## src/rtl/ecc_sram_pkg.sv

```systemverilog
package ecc_sram_pkg;

    // Width of one protected data word.
    localparam int DATA_W = 32;

    // Smallest Hamming check count r with 2**r >= k + r + 1.
    function automatic int ham_bits(input int k);
        for (int r = 1; r < 16; r++) begin
            if ((1 << r) >= k + r + 1) return r;
        end
        return 16;
    endfunction

    localparam int HAM_W  = ham_bits(DATA_W);   // Hamming check bits
    localparam int CODE_N = DATA_W + HAM_W;     // highest code position
    localparam int CHK_W  = 8;                  // stored check byte
    localparam int WORD_W = DATA_W + CHK_W;     // stored word

    localparam logic [1:0] MAP_MODE = 2'd2;

    typedef enum logic [2:0] {
        ST_IDLE,
        ST_RD_NORM,
        ST_RD_DATA,
        ST_RD_CHK,
        ST_WR_CHK,
        ST_ACK,
        ST_FAULT
    } state_e;

    // True for code positions that hold Hamming check bits.
    function automatic logic is_pow2(input int p);
        return (p & (p - 1)) == 0;
    endfunction

endpackage

```

## src/rtl/ecc_sram_enc.sv

```systemverilog
module ecc_sram_enc
    import ecc_sram_pkg::*;
(
    input  logic [DATA_W-1:0] data_i,
    output logic [HAM_W-1:0]  ham_o,
    output logic              par_o
);

    // Each data bit folds its code position into the check vector.
    always_comb begin : fold
        int k;
        k     = 0;
        ham_o = '0;
        for (int p = 1; p <= CODE_N; p++) begin
            if (!is_pow2(p)) begin
                if (data_i[k]) ham_o = ham_o ^ HAM_W'(p);
                k++;
            end
        end
    end

    // Overall parity over data and Hamming bits.
    assign par_o = ^{data_i, ham_o};

endmodule

```

## src/rtl/ecc_sram_dec.sv

```systemverilog
module ecc_sram_dec
    import ecc_sram_pkg::*;
(
    input  logic [DATA_W-1:0] data_i,
    input  logic [HAM_W-1:0]  ham_i,
    input  logic              par_i,
    input  logic              corr_en,
    input  logic              det_en,
    output logic [DATA_W-1:0] data_o,
    output logic              single_o,
    output logic              double_o
);

    logic [HAM_W-1:0]  calc_ham;
    logic              calc_par;
    logic [HAM_W-1:0]  syn;
    logic              par_err;
    logic              in_range;
    logic              is_single;
    logic              is_double;
    logic [DATA_W-1:0] fix;

    ecc_sram_enc u_enc (
        .data_i (data_i),
        .ham_o  (calc_ham),
        .par_o  (calc_par)
    );

    assign syn = calc_ham ^ ham_i;
    // Parity of every stored bit, rebuilt from the recomputed parity.
    assign par_err   = calc_par ^ par_i ^ (^syn);
    assign in_range  = int'(syn) <= CODE_N;
    assign is_single = par_err && in_range;
    assign is_double = (!par_err && (syn != '0)) || (par_err && !in_range);

    // The syndrome names the flipped position; map it back to a data bit.
    always_comb begin : locate
        int k;
        k   = 0;
        fix = '0;
        for (int p = 1; p <= CODE_N; p++) begin
            if (!is_pow2(p)) begin
                if (syn == HAM_W'(p)) fix[k] = 1'b1;
                k++;
            end
        end
    end

    assign single_o = det_en && is_single;
    assign double_o = det_en && is_double;
    assign data_o   = (det_en && corr_en && is_single) ? (data_i ^ fix) : data_i;

endmodule

```

## src/rtl/ecc_sram_array.sv

```systemverilog
module ecc_sram_array
    import ecc_sram_pkg::*;
#(
    parameter  int DEPTH = 16,
    localparam int IDX_W = $clog2(DEPTH)
) (
    input  logic              clk,
    input  logic              we_i,
    input  logic              re_i,
    input  logic [IDX_W-1:0]  idx_i,
    input  logic [WORD_W-1:0] wword_i,
    output logic [WORD_W-1:0] rword_o
);

    logic [WORD_W-1:0] mem [DEPTH];

    // Single port, registered read; the read word holds until the next read.
    always_ff @(posedge clk) begin
        if (we_i) mem[idx_i] <= wword_i;
        if (re_i) rword_o    <= mem[idx_i];
    end

endmodule

```

## src/rtl/ecc_sram.sv

```systemverilog
module ecc_sram
    import ecc_sram_pkg::*;
#(
    parameter  int DEPTH  = 16,
    localparam int IDX_W  = $clog2(DEPTH),
    localparam int ADDR_W = IDX_W + 3
) (
    input  logic              clk,
    input  logic              rst_n,
    input  logic [1:0]        mode,
    input  logic              corr_en,
    input  logic              det_en,
    input  logic              req,
    input  logic              we,
    input  logic              burst,
    input  logic [ADDR_W-1:0] addr,
    input  logic [DATA_W-1:0] wdata,
    output logic              ack,
    output logic              bus_err,
    output logic              rvalid,
    output logic [DATA_W-1:0] rdata,
    output logic              err_single,
    output logic              err_double
);

    state_e            state;
    state_e            nxt;

    logic              is_map;
    logic              aligned;
    logic [IDX_W-1:0]  idx_norm;
    logic [IDX_W-1:0]  idx_map;

    logic [DATA_W-1:0] hold_data;
    logic [IDX_W-1:0]  hold_idx;

    logic              mem_we;
    logic              mem_re;
    logic [IDX_W-1:0]  mem_idx;
    logic [WORD_W-1:0] mem_wword;
    logic [WORD_W-1:0] rword;

    logic [HAM_W-1:0]  enc_ham;
    logic              enc_par;
    logic [CHK_W-1:0]  enc_chk;

    logic [DATA_W-1:0] dec_data;
    logic              dec_single;
    logic              dec_double;

    // Request decode
    assign is_map   = (mode == MAP_MODE);
    assign aligned  = (addr[2:0] == 3'b000);
    assign idx_norm = addr[IDX_W+1:2];
    assign idx_map  = addr[IDX_W+2:3];

    // Datapath: write encoder, storage, read decoder
    ecc_sram_enc u_enc (
        .data_i (wdata),
        .ham_o  (enc_ham),
        .par_o  (enc_par)
    );

    assign enc_chk = CHK_W'({enc_par, enc_ham});

    ecc_sram_array #(.DEPTH(DEPTH)) u_array (
        .clk     (clk),
        .we_i    (mem_we),
        .re_i    (mem_re),
        .idx_i   (mem_idx),
        .wword_i (mem_wword),
        .rword_o (rword)
    );

    ecc_sram_dec u_dec (
        .data_i   (rword[DATA_W-1:0]),
        .ham_i    (rword[DATA_W+HAM_W-1:DATA_W]),
        .par_i    (rword[DATA_W+HAM_W]),
        .corr_en  (corr_en),
        .det_en   (det_en),
        .data_o   (dec_data),
        .single_o (dec_single),
        .double_o (dec_double)
    );

    // State register
    always_ff @(posedge clk or negedge rst_n) begin
        if (!rst_n) state <= ST_IDLE;
        else        state <= nxt;
    end

    // Beat-one capture of a check-byte write burst
    always_ff @(posedge clk or negedge rst_n) begin
        if (!rst_n) begin
            hold_data <= '0;
            hold_idx  <= '0;
        end else if (state == ST_IDLE && nxt == ST_WR_CHK) begin
            hold_data <= wdata;
            hold_idx  <= idx_map;
        end
    end

    // Transitions and memory strobes
    always_comb begin
        nxt       = state;
        mem_we    = 1'b0;
        mem_re    = 1'b0;
        mem_idx   = idx_norm;
        mem_wword = {enc_chk, wdata};
        unique case (state)
            ST_IDLE: begin
                if (req) begin
                    if (!is_map) begin
                        if (we) begin
                            mem_we = 1'b1;
                            nxt    = ST_ACK;
                        end else begin
                            mem_re = 1'b1;
                            nxt    = ST_RD_NORM;
                        end
                    end else if (!burst || !aligned) begin
                        nxt = ST_FAULT;
                    end else if (we) begin
                        nxt = ST_WR_CHK;
                    end else begin
                        mem_idx = idx_map;
                        mem_re  = 1'b1;
                        nxt     = ST_RD_DATA;
                    end
                end
            end
            ST_WR_CHK: begin
                if (req) begin
                    mem_idx   = hold_idx;
                    mem_wword = {wdata[CHK_W-1:0], hold_data};
                    mem_we    = 1'b1;
                    nxt       = ST_ACK;
                end
            end
            ST_RD_DATA: nxt = ST_RD_CHK;
            ST_RD_NORM,
            ST_RD_CHK,
            ST_ACK,
            ST_FAULT:   nxt = ST_IDLE;
            default:    nxt = ST_IDLE;
        endcase
    end

    // Bus outputs
    always_comb begin
        ack        = 1'b0;
        bus_err    = 1'b0;
        rvalid     = 1'b0;
        rdata      = '0;
        err_single = 1'b0;
        err_double = 1'b0;
        unique case (state)
            ST_RD_NORM: begin
                rvalid     = 1'b1;
                rdata      = dec_data;
                err_single = dec_single;
                err_double = dec_double;
            end
            ST_RD_DATA: begin
                rvalid = 1'b1;
                rdata  = rword[DATA_W-1:0];
            end
            ST_RD_CHK: begin
                rvalid = 1'b1;
                rdata  = DATA_W'(rword[WORD_W-1:DATA_W]);
            end
            ST_ACK:   ack     = 1'b1;
            ST_FAULT: bus_err = 1'b1;
            default: ;
        endcase
    end

endmodule

```

## config.mk

```make
export PLATFORM = sky130hd
export DESIGN_NAME = ecc_sram
export DESIGN_NICKNAME = d
export VERILOG_FILES = /design/src/rtl/ecc_sram_pkg.sv /design/src/rtl/ecc_sram_enc.sv /design/src/rtl/ecc_sram_dec.sv /design/src/rtl/ecc_sram_array.sv /design/src/rtl/ecc_sram.sv
export SDC_FILE = /design/constraint.sdc
export NUM_CORES = 1
export LEC_CHECK = 0
export ABC_AREA = 1
export CORE_UTILIZATION = 30
export DETAILED_ROUTE_END_ITERATION = 10
export DONT_BUFFER_PORTS = 1
export SLEW_MARGIN = 20
export SYNTH_ARGS = -nofsm -noshare
export SYNTH_HDL_FRONTEND = slang
export SYNTH_HIERARCHICAL = 1
export SYNTH_SLANG_ARGS = --single-unit
```

## constraint.sdc

```tcl
create_clock -name clk -period 5.45 [get_ports clk]
set_input_delay 0.2725 -clock clk [delete_from_list [all_inputs] [get_ports clk]]
set_output_delay 0.2725 -clock clk [all_outputs]
set_load 0.02 [all_outputs]
```

==> out/metrics.yaml <==
logic_synthesis:
  ys_warn_count: 6
  synth_compound_area_share_pct: 0.508
  yosysSeqAreaShare_pct: 60.3
  synth_top_family_by_area: "simple AND/OR/NAND/NOR gates"
  synth_ff_type: "edfxtp_1"
  synth-adder-area-share_pct: 0.317
  yosys.cell_types.count: 35
  yosys-top-cells-count: "nand2_1, edfxtp_1, inv_1, nand3_1, nor2_1"
  synthXorXnorAreaFrac_pct: 1.75
  syn-mean-instance-area_um2: 8.89
  async_flop_share_pct: 5.42
  synth_edf_count: 680
  yosysTopAreaCell: "edfxtp_1"
  syn_area_mm2: 0.0355
  ys_seq_elements: 719
  synth_top_area_share_pct: 57.5
  synth_cells: 3993
  synth.most_common_cell: "nand2_1"
  synth_simple_gate_area_share_pct: 29.5
  synth_mux_area_share_pct: 1.21
  synth_area_leaders: "edfxtp_1, nand2_1, inv_1"
  syn_nets: 4050
critical_path:
  path_delay_family: "simple AND/OR/NAND/NOR gates"
  r2r-start: "state[0]"
  r2r_setup_slack_ns: 1.56
  worstPathMaxFanout: 52
  cp_data_arrival_time_ns: 4.70
  worstRegToRegCells: 15
  cp-startpoint: "u_array/rword_o[19]"
  cp-endpoint: "rdata[9]"
  worst_setup_path_end_kind: "output port"
  critical_path_class: "reg -> out"
  cp_common_cell: "nand2_1"
  worst_setup_path_start_kind: "flip-flop"
  cp.depth: 25
  r2r_end: "u_array/rword_o[9]"
  slowest_delay_ns: 0.60
  cp_slowest_cell: "o21ai_0"
  worstPathRequired_ns: 5.18
  cp_num_buf_inv: 6
global_route:
  antenna_found_initial: 11
  grtUsageTotal_pct: 17.0
  grt_pass1_wl_mm: 153
  first_global_vias: 24000
  overflow: 0
  grt_max_degree: 126
timing:
  clock-skew-final_ns: 0.0394
  hold_violations: 0
  tns_ns: 0
  tightest_slew_ns: 1.04
  rsz0062_at_grt: "false"
  min_period_over_period_pct: 91.2
  maxSlewViolCount: 0
  max-slew-margin-rel_pct: 30.5
  fmax_mhz: 201
  finalSetupViolCount: 0
  fin_crit_ns: 4.97
placement:
  dp.final_hpwl_mm: 59.1
  gp_congestion: 0.894
  portBuffers: 0
cells_and_area:
  drive_above_1_share_pct: 7.42
  fill_cells: 11700
  post-route-util_pct: 34.2
  synthToLayoutAreaGrowth_pct: 12.3
  multi_input_area_mm2: 0.0120
  ff_latch_area_mm2: 0.0214
  fin_nets: 4059
drt:
  routed_wl_mm: 103
  ant_nets: 0
  drc: 0
  routedWlPerCell_um: 18.5
  vias_per_cell: 4.66
  vias: 26000
  drt_pass1_iterations: 7
  drt_iter0_markers: 2181
pwr:
  vdd_drop_max_v: 0.000686
  finalPower_mw: 22.7
  p_per_area_mw_per_mm2: 571
  power.static_leakage_nw: 17.5
cts:
  cts_htree_levels: 3
  clk-insertion-delay-late_ns: 0.64
  cts_inserted_buffers: 75
  cts_sinks: 719
  postCtsSetupBuffers: 0
  ctsLongestPathBuffers: 3
  cts.clk_slew.worst_paths_ns: 0.07
  cts_tree: "done"
  root_buffer: "clkbuf_16"
die:
  die_w_um: 346
  die_y_um: 346
  rows: 125
  dieArea_mm2: 0.120
  coreArea_mm2: 0.117
  io_pins: 85
  start_util_pct: 30.4
job:
  maxCapViolCount: 0
run_status:
  status: "completed"
min_path:
  hold_path.class: "in -> reg"
## worst min-delay path by stage
stage / end / slack, ns / depth (start not counted) / from
global route: u_array/mem[2][39] / 0.06 / 2 / wdata[7]
global placement: hold_data[2] / -0.02 / 0 / rst_n
floorplan: hold_data[0] / -0.02 / 0 / rst_n
finish: state[1] / 0.05 / 5 / req
CTS: state[1] / 0.01 / 5 / req
detailed placement: hold_data[2] / -0.02 / 0 / rst_n
## sequential cells by signal, indices dropped and copies added (netlist names)
name             count
u_array/mem        640
state                3
hold_idx             4
hold_data           32
u_array/rword_o     40
## what timing repair did
action	in CTS	in global routing
endpoints found under the setup margin	0	33
hold buffers	41	0
hold endpoints to repair	77	0
gates resized for setup	0	2
## per-stage QoR
stage / cells / cell area, um^2 / hold slack [ns] / worst slack [ns]
6_report: 5582 / 39900 / 0.0453 / 0.477
5_1_grt: 5582 / 39900 / 0.0643 / 0.104
4_1_cts: 5581 / 39800 / 0.0137 / 0.00193
3_5_place_dp: 5408 / 37000 / -0.0163 / 0.697
3_3_place_gp: 5408 / 37000 / -0.0161 / 0.768
2_1_floorplan: 3993 / 35500 / -0.0231 / 1.08
## report_power, final
part,switching (mW),internal [mW]
Combinational,7.81,2.57
Clock,2.08,2.97
Sequential,0.273,7.02
Total,10.2,12.6
## final cells by class
| cell class | count | area share, % |
|---|---|---|
| sequential | 719 | 53.7 |
| clock buffer | 95 | 5.11 |
| timing repair buffer | 101 | 2.49 |
| multi-input combinational | 2808 | 30.2 |
| antenna | 1 | 0.00628 |
| inverter | 297 | 2.82 |
| tap | 1524 | 4.78 |
| clock inverter | 37 | 0.923 |
## cell families (layout without fill, tap and decap cells)
| family | Yosys count | count (layout) |
|---|---|---|
| buffers and inverters | 466 | 530 |
| DFF | 719 | 719 |
| adders and majority gates | 9 | 9 |
| and+or+nand+nor | 2661 | 2661 |
| AOI/OAI and AO/OA | 35 | 35 |
| muxes | 38 | 38 |
| xor gates and xnor gates | 65 | 65 |
| other | 0 | 1 |
## cells in the final DEF (no fill, tap or decap), drive strengths merged, types with 4 or more instances in the layout
cell and instances:
xor2 33, o21ai 31, dfrtp 39, clkbuf 95, nand4 42, ha 9, nor2 82, bufinv 7
xnor2 32, edfxtp 680, nand2 2363, nand3 167, nand3b 4, clkinv 25, dlygate4sd3 40, buf 61
inv 301, mux2 38
## metal layers
layer | wire length (um) | global-route usage [%] | share of wire [%]
met4 | 1760 | 4.02 | 1.7
met2 | 47400 | 27.7 | 46
met3 | 9150 | 3.57 | 8.9
met1 | 44700 | 23.1 | 43
met5 | 17 | 0 | 0.017
## worst min-delay path, stage by stage
cell	delay [ns]
inv_1	0.08
nand2_1	0.08
nand2_1	0.05
inv_1	0.07
a22oi_1	0.08
Note: power is estimated with default switching activity, not from simulation.
